<file path="src/rtl/mctx_pkg.sv">
package mctx_pkg;

    // Outcome of a configuration write request in the current cycle
    typedef enum logic [1:0] {
        WR_IDLE   = 2'd0,
        WR_TAKE   = 2'd1,
        WR_REFUSE = 2'd2
    } wr_verdict_e;

    // Width of a context number for a given context count (at least one bit)
    function automatic int unsigned ctx_bits(input int unsigned n);
        return (n > 1) ? $clog2(n) : 1;
    endfunction

endpackage

</file>
<file path="src/rtl/mctx_wr_gate.sv">
module mctx_wr_gate #(
    parameter int N_CTX = 2,
    parameter int CTX_W = 1
) (
    input  logic                     cfg_we,
    input  logic [CTX_W-1:0]         cfg_ctx,
    input  logic [CTX_W-1:0]         act_ctx,
    output mctx_pkg::wr_verdict_e    verdict,
    output logic [N_CTX-1:0]         plane_we
);
    import mctx_pkg::*;

    logic in_range;

    always_comb begin
        in_range = (32'(cfg_ctx) < N_CTX);
        verdict  = WR_IDLE;
        if (cfg_we) begin
            if (!in_range || (cfg_ctx == act_ctx)) begin
                verdict = WR_REFUSE;
            end else begin
                verdict = WR_TAKE;
            end
        end
    end

    for (genvar g = 0; g < N_CTX; g++) begin : g_we
        assign plane_we[g] = (verdict == WR_TAKE) && (cfg_ctx == CTX_W'(g));
    end

endmodule

</file>
<file path="src/rtl/mctx_plane_store.sv">
module mctx_plane_store #(
    parameter int N_CTX = 2,
    parameter int TT_W  = 16
) (
    input  logic                     clk,
    input  logic                     rst_n,
    input  logic [N_CTX-1:0]         plane_we,
    input  logic [TT_W-1:0]          wr_tt,
    output logic [N_CTX*TT_W-1:0]    planes_flat
);

    for (genvar g = 0; g < N_CTX; g++) begin : g_plane
        logic [TT_W-1:0] tt_d, tt_q;

        always_comb begin
            tt_d = tt_q;
            if (plane_we[g]) begin
                tt_d = wr_tt;
            end
        end

        always_ff @(posedge clk or negedge rst_n) begin
            if (!rst_n) begin
                tt_q <= '0;
            end else begin
                tt_q <= tt_d;
            end
        end

        assign planes_flat[g*TT_W +: TT_W] = tt_q;
    end

endmodule

</file>
<file path="src/rtl/mctx_lut_eval.sv">
module mctx_lut_eval #(
    parameter int N_CTX  = 2,
    parameter int LUT_IN = 4,
    parameter int CTX_W  = 1
) (
    input  logic [N_CTX*(2**LUT_IN)-1:0] planes_flat,
    input  logic [CTX_W-1:0]             act_ctx,
    input  logic [LUT_IN-1:0]            lut_in,
    output logic                         lut_out
);
    localparam int TT_W = 2**LUT_IN;

    logic [TT_W-1:0] live_tt;

    always_comb begin
        live_tt = '0;
        for (int i = 0; i < N_CTX; i++) begin
            if (act_ctx == CTX_W'(i)) begin
                live_tt = planes_flat[i*TT_W +: TT_W];
            end
        end
        lut_out = live_tt[lut_in];
    end

endmodule

</file>
<file path="src/rtl/mctx_lut_cell.sv">
module mctx_lut_cell #(
    parameter int N_CTX  = 2,
    parameter int LUT_IN = 4,
    parameter int CTX_W  = mctx_pkg::ctx_bits(N_CTX),
    parameter int TT_W   = 2**LUT_IN
) (
    input  logic              clk,
    input  logic              rst_n,
    input  logic [CTX_W-1:0]  ctx_sel,
    input  logic [LUT_IN-1:0] lut_in,
    input  logic              reg_en,
    output logic              comb_out,
    output logic              reg_out,
    input  logic              cfg_we,
    input  logic [CTX_W-1:0]  cfg_ctx,
    input  logic [TT_W-1:0]   cfg_tt,
    output logic              cfg_err
);
    import mctx_pkg::*;

    typedef struct packed {
        logic [CTX_W-1:0] ctx;
        logic             rout;
        logic             err;
    } cell_st_t;

    cell_st_t                  st_d, st_q;
    wr_verdict_e               verdict;
    logic [N_CTX-1:0]          plane_we;
    logic [N_CTX*TT_W-1:0]     planes_flat;
    logic [CTX_W-1:0]          act_ctx;
    logic                      lut_val;

    assign act_ctx = st_q.ctx;

    mctx_wr_gate #(.N_CTX(N_CTX), .CTX_W(CTX_W)) u_wr_gate (
        .cfg_we   (cfg_we),
        .cfg_ctx  (cfg_ctx),
        .act_ctx  (act_ctx),
        .verdict  (verdict),
        .plane_we (plane_we)
    );

    mctx_plane_store #(.N_CTX(N_CTX), .TT_W(TT_W)) u_store (
        .clk         (clk),
        .rst_n       (rst_n),
        .plane_we    (plane_we),
        .wr_tt       (cfg_tt),
        .planes_flat (planes_flat)
    );

    mctx_lut_eval #(.N_CTX(N_CTX), .LUT_IN(LUT_IN), .CTX_W(CTX_W)) u_eval (
        .planes_flat (planes_flat),
        .act_ctx     (act_ctx),
        .lut_in      (lut_in),
        .lut_out     (lut_val)
    );

    always_comb begin
        st_d     = st_q;
        st_d.err = (verdict == WR_REFUSE);
        if (32'(ctx_sel) < N_CTX) begin
            st_d.ctx = ctx_sel;
        end
        if (reg_en) begin
            st_d.rout = lut_val;
        end
    end

    always_ff @(posedge clk or negedge rst_n) begin
        if (!rst_n) begin
            st_q <= '0;
        end else begin
            st_q <= st_d;
        end
    end

    assign comb_out = lut_val;
    assign reg_out  = st_q.rout;
    assign cfg_err  = st_q.err;

endmodule

</file>
<file path="config.mk">
export PLATFORM = sky130hd
export DESIGN_NAME = mctx_lut_cell
export DESIGN_NICKNAME = d
export VERILOG_FILES = /design/src/rtl/mctx_pkg.sv /design/src/rtl/mctx_wr_gate.sv /design/src/rtl/mctx_plane_store.sv /design/src/rtl/mctx_lut_eval.sv /design/src/rtl/mctx_lut_cell.sv
export SDC_FILE = /design/constraint.sdc
export NUM_CORES = 1
export LEC_CHECK = 0
export BUFFER_PORTS_ARGS = -buffer_cell sky130_fd_sc_hd__buf_4
export CORE_MARGIN = 2
export CORE_UTILIZATION = 35
export DETAILED_ROUTE_END_ITERATION = 6
export RECOVER_POWER = 50
export SYNTH_ARGS = -nofsm -noshare
export SYNTH_HDL_FRONTEND = slang
export SYNTH_HIERARCHICAL = 1
export SYNTH_SLANG_ARGS = --single-unit
</file>
<file path="constraint.sdc">
create_clock -name clk -period 1.5 [get_ports clk]
set_input_delay 0.075 -clock clk [delete_from_list [all_inputs] [get_ports clk]]
set_output_delay 0.075 -clock clk [all_outputs]
set_load 0.01 [all_outputs]
</file>
## Yosys cells after proc, flatten, opt, wreduce, memory -nomap -nowiden

Index checks and enable logic that the tools add are counted.

- Bits in registers: 35
- Input bits: 26
- Output and inout bits: 3

- Order comparisons: 1
- Eq/ne operators: 3
- Mux-type cells: 5
- Bitwise gates (word level): 1
- Reductions and logical operators: 2

Operators by type and width:

| cell | number |
|---|---|
| 2-to-1 mux 16 bit | 1 |
| less-than comparator 4 x 5 -> 1 bit (second input constant) | 1 |
| binary-select mux 1 bit (select 4 bit) | 1 |
| 2-to-1 mux 2 bit | 2 |
| equality test 2 x 1 -> 1 bit (second input constant) | 1 |
| equality test 2 bit (second input constant) | 1 |
| logical AND 1 bit | 2 |
| equality test 1 bit | 1 |
| 2-to-1 mux 1 bit | 1 |
| NOT 1 bit | 1 |

## Longest topological paths before layout

Gate-level depths: netlist of the first run.

- Word-level depth: 5
- Mapped depth: 8
- Gate-level depth less buffers: 6

## Modules after synthesis

Netlist of the first run, hierarchy kept.

Modules (own cells, without submodules):

| module | times used | cells an instance | area each (um2) |
|---|---|---|---|
| mctx_plane_store | 1 | 68 | 1298.7 |
| mctx_lut_eval | 1 | 41 | 325.3 |
| mctx_lut_cell | 1 | 5 | 96.3 |
| mctx_wr_gate | 1 | 5 | 41.3 |

## Worst setup path after synthesis of the first run

No wires, ideal clock.

- Path kind: reg-to-reg
- From: register st_q (netlist bit act_ctx)
- To: register st_q (netlist bit reg_out)
- Setup time: 0.125 ns
- Arrival time: 1.430 ns
- Data required time: 1.375 ns
- Setup slack: -0.055 ns
- Cell stages (with the launch flop): 7
- Buffers on the path: 0
- Cells stage by stage: dfrtp_1 > nor2_1 > nand2_1 > nand4b_1 > a21oi_1 > a311o_1 > mux2_4

- Cells in the longest elaborated chain, start to end: 3

Ends and longest elaborated chain:

| element | line | text |
|---|---|---|
| start: declaration | mctx_lut_cell.sv:27 | `cell_st_t st_d, st_q;` |
| start signal: assignment | mctx_lut_cell.sv:74 | `st_q <= st_d;` |
| 2-to-1 mux 16 bit | mctx_lut_eval.sv:18 | `if (act_ctx == CTX_W'(i)) begin` |
| binary-select mux 1 bit (select 4 bit) | mctx_lut_eval.sv:22 | `lut_out = live_tt[lut_in];` |
| 2-to-1 mux 1 bit (not written as such) | mctx_lut_eval.sv:22 |  |
| via comb_out | mctx_lut_cell.sv:12 | `output logic comb_out,` |

The timed path passes the listed nets, and every way through them passes these cells. The select of a mux whose other input is x is not followed.
A chain may end at the register's enable or synchronous reset.

## Worst setup path in the final report of the first run

- From: register u_store.g_plane[1].tt_q[9]
- To: output comb_out

- Cells in the longest elaborated chain, start to end: 3

Ends and longest elaborated chain:

| element | line | text |
|---|---|---|
| start: declaration | mctx_plane_store.sv:13 | `logic [TT_W-1:0] tt_d, tt_q;` |
| start signal: assignment | mctx_plane_store.sv:26 | `tt_q <= tt_d;` |
| 2-to-1 mux 16 bit | mctx_lut_eval.sv:18 |  |
| binary-select mux 1 bit (select 4 bit) | mctx_lut_eval.sv:22 |  |
| 2-to-1 mux 1 bit (not written as such) | mctx_lut_eval.sv:22 |  |
| end: declaration | mctx_lut_cell.sv:12 |  |

No other way between the ends. The select of a mux whose other input is x is not followed.

==> results_tabular.tex, run 1 <==
\begin{tabular}{lr}
\hline
Metric & Value \\
\hline
\multicolumn{2}{l}{\textbf{Status}} \\
\quad Result of the run & finished with violations \\
\quad Failing checks & negative setup slack \\
\multicolumn{2}{l}{\textbf{Critical path}} \\
\quad Critical Path RT & around 1.4 ns \\
\quad CP max FO & 2 \\
\quad Reg-to-reg critical path startpoint & u\_store/g\_plane[1].tt\_q[9] \\
\quad Endpoint of the worst register-to-register path & reg\_out \\
\quad Arr. time, crit path & 1.72 ns \\
\quad Crit path launch type & flop \\
\quad Element type at the critical path end & output pin \\
\quad Category of the most critical setup path & flop to output pin \\
\quad Setup slack of the most critical reg-to-reg path & -0.06 ns \\
\quad Worst-case reg-to-reg path depth & 6 \\
\multicolumn{2}{l}{\textbf{Placement}} \\
\quad Instance count after placement with tap cells included & roughly 220 \\
\quad Placer Congestion & between 0.7 and 0.8 \\
\quad Count of buffers inserted at the top-level ports & 28 \\
\quad Place WS & -0.0884 ns \\
\quad Standard cell area after detailed placement & approximately 2100 um\^{}2 \\
\multicolumn{2}{l}{\textbf{Global routing}} \\
\quad Total global-route track usage & between 10\% and 20\% \\
\quad Global-route congestion overflow total & 0 \\
\quad Global-route wire length before repair & 5890 um \\
\quad Number of global-route vias before repair & 1207 \\
\quad Number of antenna violations at the first check in global routing & 0 \\
\quad Largest net degree at the start of global routing & 36 \\
\multicolumn{2}{l}{\textbf{Route}} \\
\quad Number of remaining DRC errors & 0 \\
\quad Antenna-violating nets left & 0 \\
\quad Post-Route WL & between 3000 and 4000 um \\
\quad DRC violation total after the first TritonRoute iteration & 39 \\
\quad Vias per cell & 4.77 \\
\quad WL per Instance & 15.8 um \\
\quad Drt pass-1 iters & 4 \\
\quad Number of vias after detailed routing & 1083 \\
\multicolumn{2}{l}{\textbf{Final layout}} \\
\quad Layout cell share with drive strength beyond 1 & a little under three fifths \\
\quad N\_diodes & 0 \\
\quad Total area of multi-input combinational cells & 847 um\^{}2 \\
\quad Net count, final & 185 \\
\quad Area overhead of the layout relative to synthesis & 27.4\% \\
\quad Core utilization of the finished layout & between 40 and 50\% \\
\quad Count of fill cells added during filler insertion & about 450 \\
\quad Post-route non-filler standard cell count & approximately 230 \\
\quad Design Area, Final & 2240 um\^{}2 \\
\quad Register area & $\sim$880 um\^{}2 \\
\multicolumn{2}{l}{\textbf{Pwr}} \\
\quad Clk network pwr share & 29.1\% \\
\quad PnR Total Power & $\sim$2.5 mW \\
\quad Share of total power consumed by net switching & between 20\% and 30\% \\
\quad Internal power of the cells & $\sim$1.9 mW \\
\quad Lkg Pwr & around 1.0 nW \\
\quad Logic gate share of total power & 22.9\% \\
\quad Power share of the sequential group & around half \\
\quad Maximum vdd ir drop & about 0.61 mV \\
\quad Total power density per cell area & between 1000 and 1500 nW/um\^{}2 \\
\quad NetSw & 0.630 mW \\
\multicolumn{2}{l}{\textbf{Clocking}} \\
\quad Clock latency reported for the late side of the worst-skew pair & between 0.2 and 0.3 ns \\
\quad Clock root buffer & sky130\_fd\_sc\_hd\_\_clkbuf\_8 \\
\quad Cts bufs inserted & 5 \\
\quad Reg clk slew, reported paths & approximately 0.070 ns \\
\quad Clock tree from TritonCTS & done \\
\quad Clock sinks & 35 \\
\quad Clk buf depth & 2 \\
\quad \# H-tree levels & 2 \\
\multicolumn{2}{l}{\textbf{Logic synthesis}} \\
\quad Synthesis-stage register bit count & 35 \\
\quad Post-synthesis adder-cell area fraction & 0\% \\
\quad Most numerous cell types in the synthesized netlist & sky130\_fd\_sc\_hd\_\_dfrtp\_1, sky130\_fd\_sc\_hd\_\_mux2\_4, sky130\_fd\_sc\_hd\_\_mux2i\_1 \\
\quad Gate count after technology mapping & 119 \\
\quad Synth Area in XOR/XNOR & less than 1\% \\
\quad Fraction of synthesized area in multiplexers & around a third \\
\quad Per-instance average area after synthesis & roughly 15 um\^{}2 \\
\quad Post-synthesis simple-gate area fraction & around 6.3\% \\
\quad Synthesis warning total & 6 \\
\quad Count of flip-flops with a built-in enable after synthesis & 0 \\
\quad Total nets after synthesis & 145 \\
\quad Top flip-flop cell by instance count after synthesis & sky130\_fd\_sc\_hd\_\_dfrtp\_1 \\
\quad Area share of the largest cell type after synthesis & between 40\% and 50\% \\
\quad Ys async rst share & between 90\% and 100\% \\
\quad Register area share after synthesis & between 40\% and 50\% \\
\quad Largest area contributor in the synthesized netlist & sky130\_fd\_sc\_hd\_\_dfrtp\_1 \\
\quad Post-synthesis compound-gate area fraction & 3.55\% \\
\quad Top cells by area, synth & sky130\_fd\_sc\_hd\_\_dfrtp\_1, sky130\_fd\_sc\_hd\_\_mux2\_4, sky130\_fd\_sc\_hd\_\_mux2i\_1, sky130\_fd\_sc\_hd\_\_mux2\_2, sky130\_fd\_sc\_hd\_\_buf\_12 \\
\quad Netlist cell types & 20 \\
\quad Post-synthesis instance area & approximately 1800 um\^{}2 \\
\quad Most frequently used cell type in the post-synthesis netlist & sky130\_fd\_sc\_hd\_\_dfrtp\_1 \\
\quad Combinational family with the most area after synthesis & multiplexers \\
\multicolumn{2}{l}{\textbf{Worst hold path}} \\
\quad Path type of the worst min-delay path & primary input to flop \\
\quad Worst Hold Launch & cfg\_tt[10] \\
\quad Hold path endpoint & u\_store/g\_plane[0].tt\_q[10] \\
\quad Worst Hold Depth & 2 \\
\multicolumn{2}{l}{\textbf{Floorplan}} \\
\quad Starting density of the core & $\sim$37\% \\
\quad Die area & 5620 um\^{}2 \\
\quad Core Area & 4790 um\^{}2 \\
\quad Number of primary I/O pins & 29 \\
\quad Die boundary height & roughly 75 um \\
\quad Horizontal die dimension & $\sim$75 um \\
\quad Number of rows in the core area & 25 \\
\multicolumn{2}{l}{\textbf{Timing}} \\
\quad Slew at the pin closest to its max-slew limit & 0.839 ns \\
\quad RSZ-0062 raised after global routing & yes \\
\quad Setup slack after layout & -0.300 ns \\
\quad Final critical path time including I/O delays and setup & around 1.8 ns \\
\quad Post-route clock period utilization & 120\% \\
\quad Setup Skew & approximately 0.0047 ns \\
\quad Hold WS & about 0.028 ns \\
\quad Fmax achieved & 556 MHz \\
\quad Slew Viols, Final & 0 \\
\quad Endpoints failing setup & 2 \\
\quad Total Negative Setup Slacks & -0.355 ns \\
\quad Max-slew headroom & 44.1\% \\
\quad Final Hold Viols & 0 \\
\multicolumn{2}{l}{\textbf{Run}} \\
\quad Max-cap violation count & 0 \\
\hline
\end{tabular}
-- area by class of cell --
| type | instances | area share, % |
|---|---|---|
| Sequential cell | 35 | 39.1 |
| Multi-Input combinational cell | 78 | 37.7 |
| Timing Repair Buffer | 39 | 15.0 |
| Clock buffer | 8 | 4.46 |
| Tap cell | 67 | 3.73 |
-- worst max path at each step --
stage               slack (ns)  cells after the start  endpoint                       start
floorplan                -0.05                      6   reg_out                     act_ctx
finish                   -0.30                      7  comb_out  u_store/g_plane[1].tt_q[9]
CTS                      -0.34                      7  comb_out                     act_ctx
global route             -0.39                      7  comb_out                     act_ctx
detailed placement       -0.09                      6   reg_out                     act_ctx
global placement         -0.04                      6   reg_out                     act_ctx
-- cells by family after synthesis --
logic type             count (synthesis)
multiplexers                          49
flip-flops                            35
AND/OR/NAND/NOR                       19
AO/OA/AOI/OAI                          9
buffers and inverters                  6
XOR/XNOR                               1
-- timing repair --
action,in CTS,in global routing
pin swaps,2,1
hold endpoints to repair,36,0
hold buffers,2,0
buffers inserted,0,0
setup endpoints to repair,2,18
resized for setup,5,11
-- power groups by stage --
stage               Combinational [mW]  Clock [mW]  Sequential, mW
floorplan                        0.370           0            1.20
global placement                 0.523           0            1.23
detailed placement               0.540           0            1.24
CTS                              0.557       0.768            1.22
global route                     0.630       0.806            1.25
finish                           0.582       0.740            1.22
-- registers in the layout, indices dropped and copies added, names as in the netlist --
register,count
act_ctx,1
cfg_err,1
reg_out,1
u_store/g_plane.tt_q,32
-- worst max-delay path: stages (launching register included) --
cell and delay (ns):
sky130_fd_sc_hd__dfrtp_1 0.39, sky130_fd_sc_hd__mux2i_1 0.20, sky130_fd_sc_hd__a22oi_2 0.10, sky130_fd_sc_hd__nand4b_1 0.10
sky130_fd_sc_hd__a21oi_2 0.04, sky130_fd_sc_hd__a311o_1 0.34, sky130_fd_sc_hd__buf_4 0.15, sky130_fd_sc_hd__buf_6 0.11
-- per-layer routing --
layer	vias up	share of wire, %	GRT usage (%)
met5	-	0	0
met1	547	46	18.9
li1	505	-	-
met2	27	48	22.6
met3	4	5.0	4.15
met4	0	1.3	5.36
-- placed cells by master (no fill, tap or decap) --
cell,n
sky130_fd_sc_hd__clkbuf_8,7
sky130_fd_sc_hd__mux2_4,27
sky130_fd_sc_hd__mux2_2,6
sky130_fd_sc_hd__buf_4,31
sky130_fd_sc_hd__a22oi_2,4
sky130_fd_sc_hd__a21oi_1,2
sky130_fd_sc_hd__and2_1,1
sky130_fd_sc_hd__and2_4,1
sky130_fd_sc_hd__a211oi_1,1
sky130_fd_sc_hd__clkbuf_2,1
sky130_fd_sc_hd__nor2b_1,2
sky130_fd_sc_hd__xnor2_1,1
sky130_fd_sc_hd__buf_6,1
sky130_fd_sc_hd__nor2b_2,1
sky130_fd_sc_hd__a21oi_2,1
sky130_fd_sc_hd__nand2b_1,1
sky130_fd_sc_hd__clkbuf_1,1
sky130_fd_sc_hd__dfrtp_1,34
sky130_fd_sc_hd__nand4b_1,1
sky130_fd_sc_hd__mux2i_1,16
sky130_fd_sc_hd__buf_12,3
sky130_fd_sc_hd__dlygate4sd3_1,2
sky130_fd_sc_hd__dfrtp_2,1
sky130_fd_sc_hd__and3b_2,2
sky130_fd_sc_hd__nand3_1,2
sky130_fd_sc_hd__clkbuf_4,1
sky130_fd_sc_hd__and2b_2,1
sky130_fd_sc_hd__nand2_1,6
sky130_fd_sc_hd__nor2_2,1
sky130_fd_sc_hd__a311o_1,1
No activity file was read; power rests on OpenSTA's default activity.
==> run 2, diff against run 1 <==
clock period = 1.95 ns   (was 1.5 ns; I/O delays follow)
==> results_tabular.tex, run 2 (synthesis results as in run 1) <==
\begin{tabular}{lr}
\hline
Metric & Value \\
\hline
\multicolumn{2}{l}{\textbf{Status}} \\
\quad Result of the run & finished, final reports clean \\
\multicolumn{2}{l}{\textbf{Route}} \\
\quad Number of vias after detailed routing & a little over 1000 \\
\quad Number of remaining DRC errors & 0 \\
\quad DRC violation total after the first TritonRoute iteration & 17 \\
\quad Drt pass-1 iters & 4 \\
\quad Post-Route WL & $\sim$3400 um \\
\quad Antenna-violating nets left & 0 \\
\quad Vias per cell & between 4 and 5 \\
\quad WL per Instance & approximately 16 um \\
\multicolumn{2}{l}{\textbf{Placement}} \\
\quad Placed wire-length estimate after detailed placement & roughly 2400 um \\
\quad Count of buffers inserted at the top-level ports & 28 \\
\quad Placer Congestion & 0.804 \\
\multicolumn{2}{l}{\textbf{Timing}} \\
\quad Slew at the pin closest to its max-slew limit & 0.869 ns \\
\quad Final critical path time including I/O delays and setup & roughly 1.8 ns \\
\quad Final Hold Viols & 0 \\
\quad Setup Skew & between 0.009 and 0.01 ns \\
\quad Hold WS & approximately 0.043 ns \\
\quad Slew Viols, Final & 0 \\
\quad Endpoints failing setup & 0 \\
\quad Post-route clock period utilization & about 94\% \\
\quad Max-slew headroom & a little over two fifths \\
\quad Total Negative Setup Slacks & 0 ns \\
\quad Fmax achieved & 547 MHz \\
\quad RSZ-0062 raised after global routing & no \\
\multicolumn{2}{l}{\textbf{Global routing}} \\
\quad Total global-route track usage & between 10 and 15\% \\
\quad Global-route congestion overflow total & 0 \\
\quad Number of global-route vias before repair & between 1000 and 1500 \\
\quad Number of antenna violations at the first check in global routing & 0 \\
\quad Global-route wire length before repair & about 5700 um \\
\quad Largest net degree at the start of global routing & 36 \\
\multicolumn{2}{l}{\textbf{Clocking}} \\
\quad \# Post-CTS Setup Buffers & 0 \\
\quad Clk buf depth & 2 \\
\quad Clock latency reported for the late side of the worst-skew pair & just under 0.3 ns \\
\quad Clock root buffer & sky130\_fd\_sc\_hd\_\_clkbuf\_8 \\
\quad Clock tree from TritonCTS & done \\
\quad Cts bufs inserted & 5 \\
\quad Clock sinks & 35 \\
\quad Reg clk slew, reported paths & roughly 0.070 ns \\
\quad \# H-tree levels & 2 \\
\multicolumn{2}{l}{\textbf{Critical path}} \\
\quad CP max FO & 7 \\
\quad Crit path launch type & flop \\
\quad Setup slack of the most critical reg-to-reg path & around 0.30 ns \\
\quad Category of the most critical setup path & flop to output pin \\
\quad Critical Path RT & 1.85 ns \\
\quad Element type at the critical path end & output pin \\
\quad Arr. time, crit path & 1.73 ns \\
\multicolumn{2}{l}{\textbf{Pwr}} \\
\quad Logic gate share of total power & 21.0\% \\
\quad NetSw & approximately 0.47 mW \\
\quad Total power density per cell area & about 890 nW/um\^{}2 \\
\quad Power share of the sequential group & just over 50\% \\
\quad Clk network pwr share & 27.6\% \\
\quad Internal power of the cells & $\sim$1.4 mW \\
\quad Maximum vdd ir drop & between 0.3 and 0.4 mV \\
\quad Share of total power consumed by net switching & between 20 and 30\% \\
\quad Lkg Pwr & about 0.96 nW \\
\multicolumn{2}{l}{\textbf{Floorplan}} \\
\quad Number of primary I/O pins & 29 \\
\quad Number of rows in the core area & 25 \\
\quad Die area & about 5600 um\^{}2 \\
\quad Die boundary height & 74.9 um \\
\quad Core Area & 4790 um\^{}2 \\
\quad Starting density of the core & a little under two fifths \\
\quad Horizontal die dimension & roughly 75 um \\
\multicolumn{2}{l}{\textbf{Final layout}} \\
\quad Count of fill cells added during filler insertion & between 400 and 500 \\
\quad Flip-flop count of the largest register, all copies and words added & 32 \\
\quad Commonest non-fill, non-tap cell in the layout & sky130\_fd\_sc\_hd\_\_dfrtp\_1 \\
\quad Core utilization of the finished layout & between 40\% and 50\% \\
\quad Net count, final & approximately 180 \\
\quad Total area of multi-input combinational cells & just under 800 um\^{}2 \\
\quad Area overhead of the layout relative to synthesis & 17.2\% \\
\quad N\_diodes & 0 \\
\quad Register ranked first by flip-flop count & u\_store/g\_plane.tt\_q \\
\quad Highest-count cells in the layout ignoring fill and taps & sky130\_fd\_sc\_hd\_\_dfrtp\_1, sky130\_fd\_sc\_hd\_\_buf\_4, sky130\_fd\_sc\_hd\_\_mux2\_4 \\
\quad Layout cell share with drive strength beyond 1 & between 40\% and 50\% \\
\quad Register area & about 880 um\^{}2 \\
\multicolumn{2}{l}{\textbf{Worst hold path}} \\
\quad Path type of the worst min-delay path & primary input to flop \\
\multicolumn{2}{l}{\textbf{Run}} \\
\quad Max-cap violation count & 0 \\
\hline
\end{tabular}
==> run 2: critical path, cell delays in order, from the launching register on <==
cell and delay [ns]:
sky130_fd_sc_hd__dfrtp_2 0.46, sky130_fd_sc_hd__and2b_1 0.22, sky130_fd_sc_hd__a22oi_1 0.19, sky130_fd_sc_hd__nand4b_1 0.13, sky130_fd_sc_hd__a21oi_1 0.15, sky130_fd_sc_hd__a311o_1 0.16
sky130_fd_sc_hd__buf_4 0.13
==> run 2: repair_timing <==
| action | CTS | global route |
|---|---|---|
| resized for setup | 0 | 2 |
| hold buffers | 2 | 0 |
| hold endpoints to repair | 36 | 0 |
| setup endpoints to repair | 0 | 1 |
==> run 2: final timing paths <==
path	from	to	depth (start not counted)
worst max-delay path	act_ctx	comb_out	6
worst min-delay path	cfg_tt[10]	u_store/g_plane[0].tt_q[10]	2
worst max register to register	act_ctx	reg_out	6
worst min register to register	u_store/g_plane[0].tt_q[7]	u_store/g_plane[0].tt_q[7]	1
max in group asynchronous	rst_n	act_ctx	2
min in group asynchronous	rst_n	u_store/g_plane[1].tt_q[8]	2
==> run 2: final cells by class <==
type	count	share of cell area (%)
repair buffers	30	11.0
clock inverters	1	0.242
well taps	67	4.06
clock buffers	7	3.70
multi-input cells	78	38.5
flip-flops and latches	35	42.5
==> run 2: stage by stage <==
| step | setup slack (ns) | std cells | power, mW | instance area, um^2 |
|---|---|---|---|---|
| 2_1_floorplan | 0.395 | 119 | 1.21 | 1760 |
| 6_report | 0.123 | 218 | 1.83 | 2060 |
| 5_1_grt | 0.0264 | 218 | 1.94 | 2060 |
| 4_1_cts | 0.0712 | 218 | 1.86 | 2060 |
| 3_5_place_dp | 0.246 | 208 | 1.34 | 1960 |
| 3_3_place_gp | 0.303 | 208 | 1.32 | 1960 |
==> run 2: power groups by stage <==
stage	Combinational [mW]	Sequential [mW]	Clock, mW
floorplan	0.284	0.926	0
global placement	0.373	0.952	0
detailed placement	0.387	0.952	0
CTS	0.392	0.941	0.525
global route	0.424	0.956	0.562
finish	0.385	0.940	0.505
==> run 2: routing by layer <==
metal / track usage (%) / wire [um] / up-vias / share of wire, %
li1: - / - / 488 / -
met1: 19.1 / 1620 / 505 / 47
met2: 20.7 / 1520 / 29 / 44
met3: 6.43 / 235 / 4 / 6.9
met4: 5.36 / 53 / 0 / 1.5
met5: 0 / 0 / - / 0
==> run 3, diff against run 2 <==
GPL_ROUTABILITY_DRIVEN = 0   (was default)
clock period = 1.85 ns   (was 1.95 ns; I/O delays follow)
==> results_tabular.tex, run 3 (synthesis results as in run 1) <==
\begin{tabular}{lr}
\hline
Metric & Value \\
\hline
\multicolumn{2}{l}{\textbf{Global routing}} \\
\quad Met1 layer usage reported by global route & a little under a fifth \\
\quad Total global-route track usage & 13.2\% \\
\quad Global-route congestion overflow total & 0 \\
\quad Layer carrying the most global-route usage & met2 \\
\quad Number of global-route vias before repair & around 1100 \\
\quad Number of antenna violations at the first check in global routing & 0 \\
\quad Global routing usage on met2 & between 10\% and 20\% \\
\quad Met3 capacity usage during global routing & around 4.8\% \\
\quad Largest net degree at the start of global routing & 36 \\
\quad Global-route wire length before repair & $\sim$5300 um \\
\multicolumn{2}{l}{\textbf{Timing}} \\
\quad Endpoints failing setup & 0 \\
\quad Setup Skew & 0.00335 ns \\
\quad Slew at the pin closest to its max-slew limit & around 0.89 ns \\
\quad Hold WS & 0.0469 ns \\
\quad Final Hold Viols & 0 \\
\quad Post-route clock period utilization & 98.0\% \\
\quad RSZ-0062 raised after global routing & yes \\
\quad Final critical path time including I/O delays and setup & $\sim$1.8 ns \\
\quad Slew Viols, Final & 0 \\
\quad Max-slew headroom & a little over 40\% \\
\quad Fmax achieved & approximately 550 MHz \\
\quad Total Negative Setup Slacks & 0 ns \\
\multicolumn{2}{l}{\textbf{Route}} \\
\quad Number of vias after detailed routing & 1015 \\
\quad WL per Instance & between 15 and 20 um \\
\quad Antenna-violating nets left & 0 \\
\quad DRC violation total after the first TritonRoute iteration & 50 \\
\quad Post-Route WL & 3380 um \\
\quad Number of remaining DRC errors & 0 \\
\quad Vias per cell & 4.66 \\
\quad Drt pass-1 iters & 4 \\
\multicolumn{2}{l}{\textbf{Clocking}} \\
\quad \# H-tree levels & 2 \\
\quad Cts bufs inserted & 5 \\
\quad Clk buf depth & 2 \\
\quad Reg clk slew, reported paths & 0.07 ns \\
\quad Clock root buffer & sky130\_fd\_sc\_hd\_\_clkbuf\_8 \\
\quad Clock tree from TritonCTS & done \\
\quad Clock sinks & 35 \\
\quad Clock latency reported for the late side of the worst-skew pair & 0.28 ns \\
\multicolumn{2}{l}{\textbf{Status}} \\
\quad Result of the run & finished, final reports clean \\
\multicolumn{2}{l}{\textbf{Critical path}} \\
\quad Largest stage delay on the critical path & between 0.4 and 0.5 ns \\
\quad CP max FO & 7 \\
\quad Number of buffers and inverters on the critical path & 1 \\
\quad Reg-to-reg critical path startpoint & act\_ctx \\
\quad Arr. time, crit path & approximately 1.7 ns \\
\quad Cell-by-cell trace of the critical path & and2b\_2, a22oi\_2, nand4b\_1, a21oi\_2, a311o\_1, buf\_6 \\
\quad Critical Path RT & roughly 1.8 ns \\
\quad Setup slack of the most critical reg-to-reg path & around 0.23 ns \\
\quad Critical path's slowest cell & sky130\_fd\_sc\_hd\_\_dfrtp\_2 \\
\quad Element type at the critical path end & output pin \\
\quad Crit path launch type & flop \\
\quad Category of the most critical setup path & flop to output pin \\
\quad CP delay by family, top & compound AO/OA/AOI/OAI gates \\
\quad Endpoint of the worst register-to-register path & reg\_out \\
\quad Worst-case reg-to-reg path depth & 6 \\
\quad Worst Setup SP & act\_ctx \\
\multicolumn{2}{l}{\textbf{Worst hold path}} \\
\quad Path type of the worst min-delay path & primary input to flop \\
\quad Worst Hold Depth & 2 \\
\quad Hold path endpoint & u\_store/g\_plane[0].tt\_q[14] \\
\quad Worst Hold Launch & cfg\_tt[14] \\
\multicolumn{2}{l}{\textbf{Run}} \\
\quad Max-cap violation count & 0 \\
\multicolumn{2}{l}{\textbf{Final layout}} \\
\quad Highest-count cells in the layout ignoring fill and taps & sky130\_fd\_sc\_hd\_\_dfrtp\_1, sky130\_fd\_sc\_hd\_\_buf\_4, sky130\_fd\_sc\_hd\_\_mux2\_4 \\
\quad Commonest non-fill, non-tap cell in the layout & sky130\_fd\_sc\_hd\_\_dfrtp\_1 \\
\quad Core utilization of the finished layout & 44.3\% \\
\quad Area overhead of the layout relative to synthesis & 20.2\% \\
\quad N\_diodes & 0 \\
\quad Post-route non-filler standard cell count & approximately 220 \\
\quad Net count, final & between 150 and 200 \\
\quad Layout cell share with drive strength beyond 1 & roughly half \\
\quad Register ranked first by flip-flop count & u\_store/g\_plane.tt\_q \\
\quad Flip-flop count of the largest register, all copies and words added & 32 \\
\multicolumn{2}{l}{\textbf{Pwr}} \\
\quad Total power density per cell area & 997 nW/um\^{}2 \\
\quad Maximum vdd ir drop & slightly below 0.5 mV \\
\quad Lkg Pwr & 0.980 nW \\
\multicolumn{2}{l}{\textbf{Placement}} \\
\quad Placed wire-length estimate after detailed placement & $\sim$2400 um \\
\quad Instance count after placement with tap cells included & roughly 210 \\
\quad Count of buffers inserted at the top-level ports & 28 \\
\multicolumn{2}{l}{\textbf{Floorplan}} \\
\quad Horizontal die dimension & roughly 75 um \\
\quad Starting density of the core & a little under two fifths \\
\quad Number of primary I/O pins & 29 \\
\quad Number of rows in the core area & 25 \\
\quad Die boundary height & roughly 75 um \\
\quad Core Area & roughly 4800 um\^{}2 \\
\quad Die area & between 5000 and 6000 um\^{}2 \\
\hline
\end{tabular}
[run 3: cell types whose count changed in the layout (fill, tap and decap cells not counted), sizes merged]
cell | previous run | this run
clkbuf | 9 | 8
bufinv | 0 | 1
[run 3: final cells by class]
| type | count | area (um^2) |
|---|---|---|
| Tap cell | 67 | 83.8 |
| Sequential cell | 35 | 877 |
| Clock inverter | 2 | 35.0 |
| Multi-Input combinational cell | 78 | 808 |
| Fill cell | 434 | 2670 |
| Clock buffer | 6 | 82.6 |
| Timing Repair Buffer | 30 | 231 |
[run 3: metrics by stage]
step / setup WS (ns) / cell area (um^2) / power [mW]
final: 0.0361 / 2120 / 2.11
after global routing: -0.0759 / 2120 / 2.21
after CTS: 0.0457 / 2100 / 2.12
after detailed placement: 0.189 / 1960 / 1.41
after global placement: 0.201 / 1960 / 1.40
after floorplan: 0.295 / 1760 / 1.28
[run 3: worst max path at each step]
stage,depth (start not counted),end
floorplan,6,reg_out
global placement,6,reg_out
detailed placement,6,reg_out
CTS,6,comb_out
global route,6,comb_out
finish,6,comb_out
[run 3: per-layer routing]
metal / up-vias / share of wire (%)
met2: 27 / 43
met4: 0 / 1.0
met3: 5 / 5.4
met1: 493 / 50
met5: - / 0
li1: 490 / -
[run 3: where the power goes]
| group | switching, mW | internal, mW |
|---|---|---|
| combinational | 0.155 | 0.267 |
| sequential | 0.0792 | 0.906 |
| clock | 0.269 | 0.436 |
[run 3: what timing repair did]
item                                   4_1_cts  5_1_grt
pin swaps                                    0        1
resized for setup                            2        6
endpoints found under the hold margin       36        0
hold buffers                                 2        0
setup endpoints to repair                    1        1
setup buffers                                0        0
